$ cat src/rtl/wsq_pkg.sv
package wsq_pkg;

  // Strobe bundle produced by the gating stage
  typedef struct packed {
    logic en;
    logic rd_n;
    logic wr_n;
  } wsq_strb_t;

  // Total cycles of one stretched access, final ready cycle included
  function automatic int access_cycles(input int cnt_w, input int load_val);
    return (1 << cnt_w) - load_val;
  endfunction

endpackage

$ cat src/rtl/wsq_counter.sv
module wsq_counter #(
  parameter int CNT_W    = 4,
  parameter int LOAD_SEL = 11
) (
  input  logic             clk,
  input  logic             rst,
  input  logic             start_req,
  output logic [CNT_W-1:0] count,
  output logic             at_term
);
  localparam logic [CNT_W-1:0] TERM   = '1;
  localparam logic [CNT_W-1:0] LOAD_V = LOAD_SEL[CNT_W-1:0];

  logic [CNT_W-1:0] count_q;

  assign at_term = (count_q == TERM);
  assign count   = count_q;

  // Load at terminal count, otherwise count upward
  always_ff @(posedge clk) begin
    if (rst) begin
      count_q <= TERM;
    end else if (at_term) begin
      count_q <= start_req ? LOAD_V : TERM;
    end else begin
      count_q <= count_q + 1'b1;
    end
  end
endmodule

$ cat src/rtl/wsq_ready.sv
module wsq_ready #(
  parameter int CNT_W = 4
) (
  input  logic [CNT_W-1:0] count,
  input  logic             at_term,
  input  logic             dev_sel_n,
  output logic             rdy
);
  localparam logic [CNT_W-1:0] NEAR = {{(CNT_W-1){1'b1}}, 1'b0};

  // Look-ahead terminal count: ready when the next count is terminal
  always_comb begin
    rdy = (count == NEAR) | (at_term & dev_sel_n);
  end
endmodule

$ cat src/rtl/wsq_strobe.sv
module wsq_strobe
  import wsq_pkg::*;
#(
  parameter int CNT_W  = 4,
  parameter int EN_BIT = 1
) (
  input  logic [CNT_W-1:0] count,
  input  logic             dev_sel_n,
  input  logic             cpu_rnw,
  output wsq_strb_t        strb
);
  logic en;
  logic go;

  // Idle count is all ones, so a low bit can never enable at idle
  assign en = ~count[EN_BIT];
  assign go = en & ~dev_sel_n;

  always_comb begin
    strb.en   = en;
    strb.rd_n = ~(go & cpu_rnw);
    strb.wr_n = ~(go & ~cpu_rnw);
  end
endmodule

$ cat src/rtl/wait_seq.sv
module wait_seq
  import wsq_pkg::*;
#(
  parameter int CNT_W    = 4,
  parameter int LOAD_SEL = 11,
  parameter int EN_BIT   = 1
) (
  input  logic clk,
  input  logic rst,
  input  logic dev_sel_n,
  input  logic cpu_rnw,
  output logic cpu_rdy,
  output logic timed_en,
  output logic dev_rd_n,
  output logic dev_wr_n
);
  logic [CNT_W-1:0] count_q;
  logic             at_term;
  wsq_strb_t        strb;

  wsq_counter #(
    .CNT_W   (CNT_W),
    .LOAD_SEL(LOAD_SEL)
  ) u_cnt (
    .clk      (clk),
    .rst      (rst),
    .start_req(~dev_sel_n),
    .count    (count_q),
    .at_term  (at_term)
  );

  wsq_ready #(
    .CNT_W(CNT_W)
  ) u_rdy (
    .count    (count_q),
    .at_term  (at_term),
    .dev_sel_n(dev_sel_n),
    .rdy      (cpu_rdy)
  );

  wsq_strobe #(
    .CNT_W (CNT_W),
    .EN_BIT(EN_BIT)
  ) u_strb (
    .count    (count_q),
    .dev_sel_n(dev_sel_n),
    .cpu_rnw  (cpu_rnw),
    .strb     (strb)
  );

  assign timed_en = strb.en;
  assign dev_rd_n = strb.rd_n;
  assign dev_wr_n = strb.wr_n;
endmodule

$ cat config.mk
export PLATFORM = sky130hd
export DESIGN_NAME = wait_seq
export DESIGN_NICKNAME = d
export VERILOG_FILES = /design/src/rtl/wsq_pkg.sv /design/src/rtl/wsq_counter.sv /design/src/rtl/wsq_ready.sv /design/src/rtl/wsq_strobe.sv /design/src/rtl/wait_seq.sv
export SDC_FILE = /design/constraint.sdc
export NUM_CORES = 1
export LEC_CHECK = 0
export ABC_AREA = 1
export BUFFER_PORTS_ARGS = -buffer_cell sky130_fd_sc_hd__buf_2
export CAP_MARGIN = 20
export CORE_AREA = 8 8 45 47
export DETAILED_ROUTE_END_ITERATION = 16
export DIE_AREA = 0 0 53 55
export PLACE_DENSITY_LB_ADDON = 0.25
export SETUP_SLACK_MARGIN = 0.02
export SLEW_MARGIN = 15
export SYNTH_ARGS = -nofsm -noshare
export SYNTH_HDL_FRONTEND = slang
export SYNTH_SLANG_ARGS = --single-unit
$ cat constraint.sdc
create_clock -name clk -period 1.1 [get_ports clk]
set_input_delay 0.055 -clock clk [delete_from_list [all_inputs] [get_ports clk]]
set_output_delay 0.055 -clock clk [all_outputs]
set_load 0.005 [all_outputs]
# Word level (Yosys, flattened, before mapping)
# Index checks and enable logic that the tools add are counted.
# word_totals
word_cells	16
output_inout_bits	4
reg_bits	4
inputBits	4
# classes
add_sub_neg	1
mux	2
n_eq_ne	2
bitwise	10
# ops
op	n
$eq A4 B4 Y1 const B	2
$not A1 Y1	5
$add A4 B1 Y4 const B	1
$and A1 B1 Y1	4
$mux W4	1
$mux W3	1
$or A1 B1 Y1	1

# Depth between registers and ports, before layout
# depth
word_depth	4
mapped_depth	5
ltp_nobuf	5

# Hierarchy
# From an unflattened synthesis, not the netlist that was laid out.
# hier_totals
cells_unflattened	41
area_unflattened_um2	244.0
# modules_own_cells
module	cells_per_inst	seq_area_each_um2	area_per_inst_um2	instances
wsq_counter	27	80.1	182.7	1
wsq_ready	7	0.0	28.8	1
wsq_strobe	6	0.0	28.8	1
wait_seq	1	0.0	3.8	1

# Worst setup path before layout
# Ideal clock, no wire load.
# synth_path
path_type	register to register
start	register u_cnt.count_q[0] (netlist: u_cnt.count[0])
end	register u_cnt.count_q[3] (netlist: u_cnt.count[3])
period_less_slack_ns	0.917
t_required_ns	0.979
stages_incl_launch_ff	6
t_arrival_ns	0.796
path_slack_ns	0.183
path_buffers	0
setup_ns	0.121
cell_sequence	dfxtp_1 > ha_1 > nand3_1 > nand2_1 > inv_1 > nand3_1
# synth_between
elab_chain_len	2
elab_cells_between_ends	3
cone_classes	add/sub: 1; eq/ne: 1; mux: 1
# synth_rtl
item	line_no	rtl
start, declared	wsq_counter.sv:14	logic [CNT_W-1:0] count_q;
start signal, assigned	wsq_counter.sv:24	count_q <= start_req ? LOAD_V : TERM;
start signal, assigned	wsq_counter.sv:26	count_q <= count_q + 1'b1;
$add A4 B1 Y4 or $eq A4 B4 Y1 (tied branches)	wsq_counter.sv:26, wsq_counter.sv:16	
$mux W4 (*)	wsq_counter.sv:23	end else if (at_term) begin
# Mark *: on every way between the ends. The rest lies on a longest branch, timed or not.
# A chain may end at the register's enable or synchronous reset.

# Worst setup path in the final report
# layout_path
start	register u_cnt.count_q[0] (netlist: u_cnt.count[0])
end	output port cpu_rdy
# layout_between
elab_chain_len	3
elab_cells_between_ends	4
cone_classes	eq/ne: 2; bitwise: 2
# layout_rtl
item	line_no	rtl
$eq A4 B4 Y1	wsq_counter.sv:16	assign at_term = (count_q == TERM);
$and A1 B1 Y1	wsq_ready.sv:13	rdy = (count == NEAR) | (at_term & dev_sel_n);
$or A1 B1 Y1 (*)	wsq_ready.sv:13	
end, declared	wait_seq.sv:12	output logic cpu_rdy,
# Marked as above.

==> metrics <==
drt first pass iters=4; Final ANT Viol Nets=0; Via Count=between 200 and 250; Placement Rows=14; setup_tns=0 ps; Pins Over Slew Limit=0; DIE AREA=2915 sq um; switching pwr=0.0003907 W; final wirelength=502 um; Syn Area/Cell=roughly 7.6 sq um; Worst Path Max Fanout=3; critical path class=flip-flop to primary output; PwrDens=approximately 3100 nW/um^2; kind of end point of the critical path=primary output; first-pass GRT wire length=966 um; initial antenna violation count=0; die height=between 50 and 60 um; RePlAce Congestion=slightly below 0.7; Clock Skew=4.904 ps; FILL cells=154; area grow syn2layout=69.51%; Rel. slew slack=85.75%; Register Area=87.58 sq um; antenna cells=0; maximum number of pins on one net before global-route repair=7; vias in the first global route=245; Worst Tran Pin Value=roughly 210 ps; RSZ-0062 raised after global routing=true; Ys Warns=0; register area share after synthesis=39.02%; CP max-delay cell=dfxtp_4; Synth Register Bits=4; Avg WL per Cell=8.655 um; CORE AREA=roughly 1400 sq um; Die Width=53 um; average via count per standard cell=3.914; Switching Fraction=36.77%; commonest non-fill, non-tap cells in the layout=buf_2, nand3_1, nand2_1, buf_4, inv_1; Hold Path Class=input port to flip-flop; Buffers on Ports=7; Max Clk Rate=924.3 MHz; Int Pwr=around 0.00067 W; Crit path max-delay family=flip-flops; H-tree levels=1; Clock Path Buffers=2; Multi-input gate area=122.6 sq um; CP required=1040 ps; CP max stage delay=between 300 and 400 ps; Clock Root Buffer=clkbuf_4; Netlist cell types=8; Peak VDD IR=between 0.7 and 0.8 mV; Hold Worst Slack=30.83 ps; initial core utilization=14.83%; clock power share=between 10% and 20%; worst path cell trace=inv_2 -> ha_2 -> nand3_1 -> nand2_1 -> buf_2; GRT overflow=0; sequential share of power=roughly a third; Critical Path AT=1030 ps; total CTS buffers=3; most common cell after layout, fill and taps aside=buf_2; Final min period=1082 ps; clk slew on worst S/H paths=40 ps; Synth Instances=27; share of layout cells above drive strength 1=52.38%; total power draw=0.001062 W; max_cap viols=0; Pleak=0.1831 nW; DR iter-0 viols=5; DRC=0; number of flip-flops under the largest register name=4; I/O pin cnt=8; Synth Cell Area=205.2 sq um; Final Hold Fails=0; CTS Hold Bufs=0; CTS tree=yes; Syn Nets=33; clock sinks=4; clock latency on the worst-skew pair=240 ps; crit path buf inv count=2; nets@finish=50; final setup fails=0; period utilization=98.35%; gr usage total=5.025%; status=finished clean; Comb pwr share=51.4%; Startpoint Class=flip-flop
[metrics by stage]
step / instances / setup WS [ps] / util, % / instance area (sq um)
final: 58 / 18.11 / 25.14 / 347.8
after global routing: 58 / -71.51 / 25.14 / 347.8
after CTS: 58 / 4.199 / 24.77 / 342.8
after detailed placement: 50 / 91.13 / 18.81 / 260.3
after global placement: 50 / 85.43 / 18.81 / 260.3
after floorplan: 27 / 183.0 / - / 205.2
[synth_stat cells]
cell type	instances	area, sq um
ha_1	2	25.02
dfxtp_1	4	80.08
nand2_1	5	18.77
nand3_1	6	30.03
nand4_1	2	12.51
xnor2_1	1	8.760
inv_1	6	22.52
nand3b_1	1	7.510
[what timing repair did]
item | 4_1_cts | 5_1_grt
resized for setup | 8 | 2
pin swaps | 2 | 3
setup endpoints to repair | 1 | 4
buffers inserted | 5 | 0
cloned | 0 | 0
[routing by layer]
metal	track usage (%)	up-vias	share of wire [%]	wire, um
li1	-	117	-	-
met1	3.642	103	28	140
met2	8.008	5	59	298
met3	4.813	2	11	54
met4	3.879	0	1.6	8
met5	0	-	0	0
[logic make-up (layout without fill, tap and decap cells)]
| logic type | Yosys count | count (layout) | synth area share, % |
|---|---|---|---|
| flops | 4 | 4 | 39.03 |
| simple gates | 14 | 14 | 33.54 |
| xor+xnor | 1 | 1 | 4.269 |
| fa+ha+maj | 2 | 2 | 12.19 |
| buf+inv | 6 | 21 | 10.97 |
[power groups by stage]
stage,sequential [W],combinational [W],clock [W]
after floorplan,0.000288,0.000263,0
after global placement,0.000315,0.000362,0
after detailed placement,0.000307,0.000363,0
after CTS,0.000341,0.000526,0.000188
after global routing,0.000356,0.000628,0.000204
final,0.000338,0.000546,0.000179
[final timing paths]
| check | from | to | slack [ps] | depth (start not counted) |
|---|---|---|---|---|
| min | rst | u_cnt.count[2] | 30 | 3 |
| max | u_cnt.count[0] | cpu_rdy | 20 | 5 |
| min reg2reg | u_cnt.count[3] | u_cnt.count[3] | 550 | 2 |
| max reg2reg | u_cnt.count[0] | u_cnt.count[2] | 100 | 5 |
[worst register-to-register path: cells and delay by family (launching register included)]
| family | cells | cell delay [ps] |
|---|---|---|
| AND/OR/NAND/NOR | 2 | 170 |
| flip-flops | 1 | 360 |
| buffers and inverters | 2 | 280 |
| adder cells (fa/ha/maj) | 1 | 130 |
[area by class of cell]
cell class	count	share of cell area, %
repair buffers	12	20.86
flip-flops and latches	4	25.18
inverters	6	6.475
multi-input cells	17	35.25
well taps	16	5.755
clock buffers	3	6.475
Power figures use the tool's default switching activity.
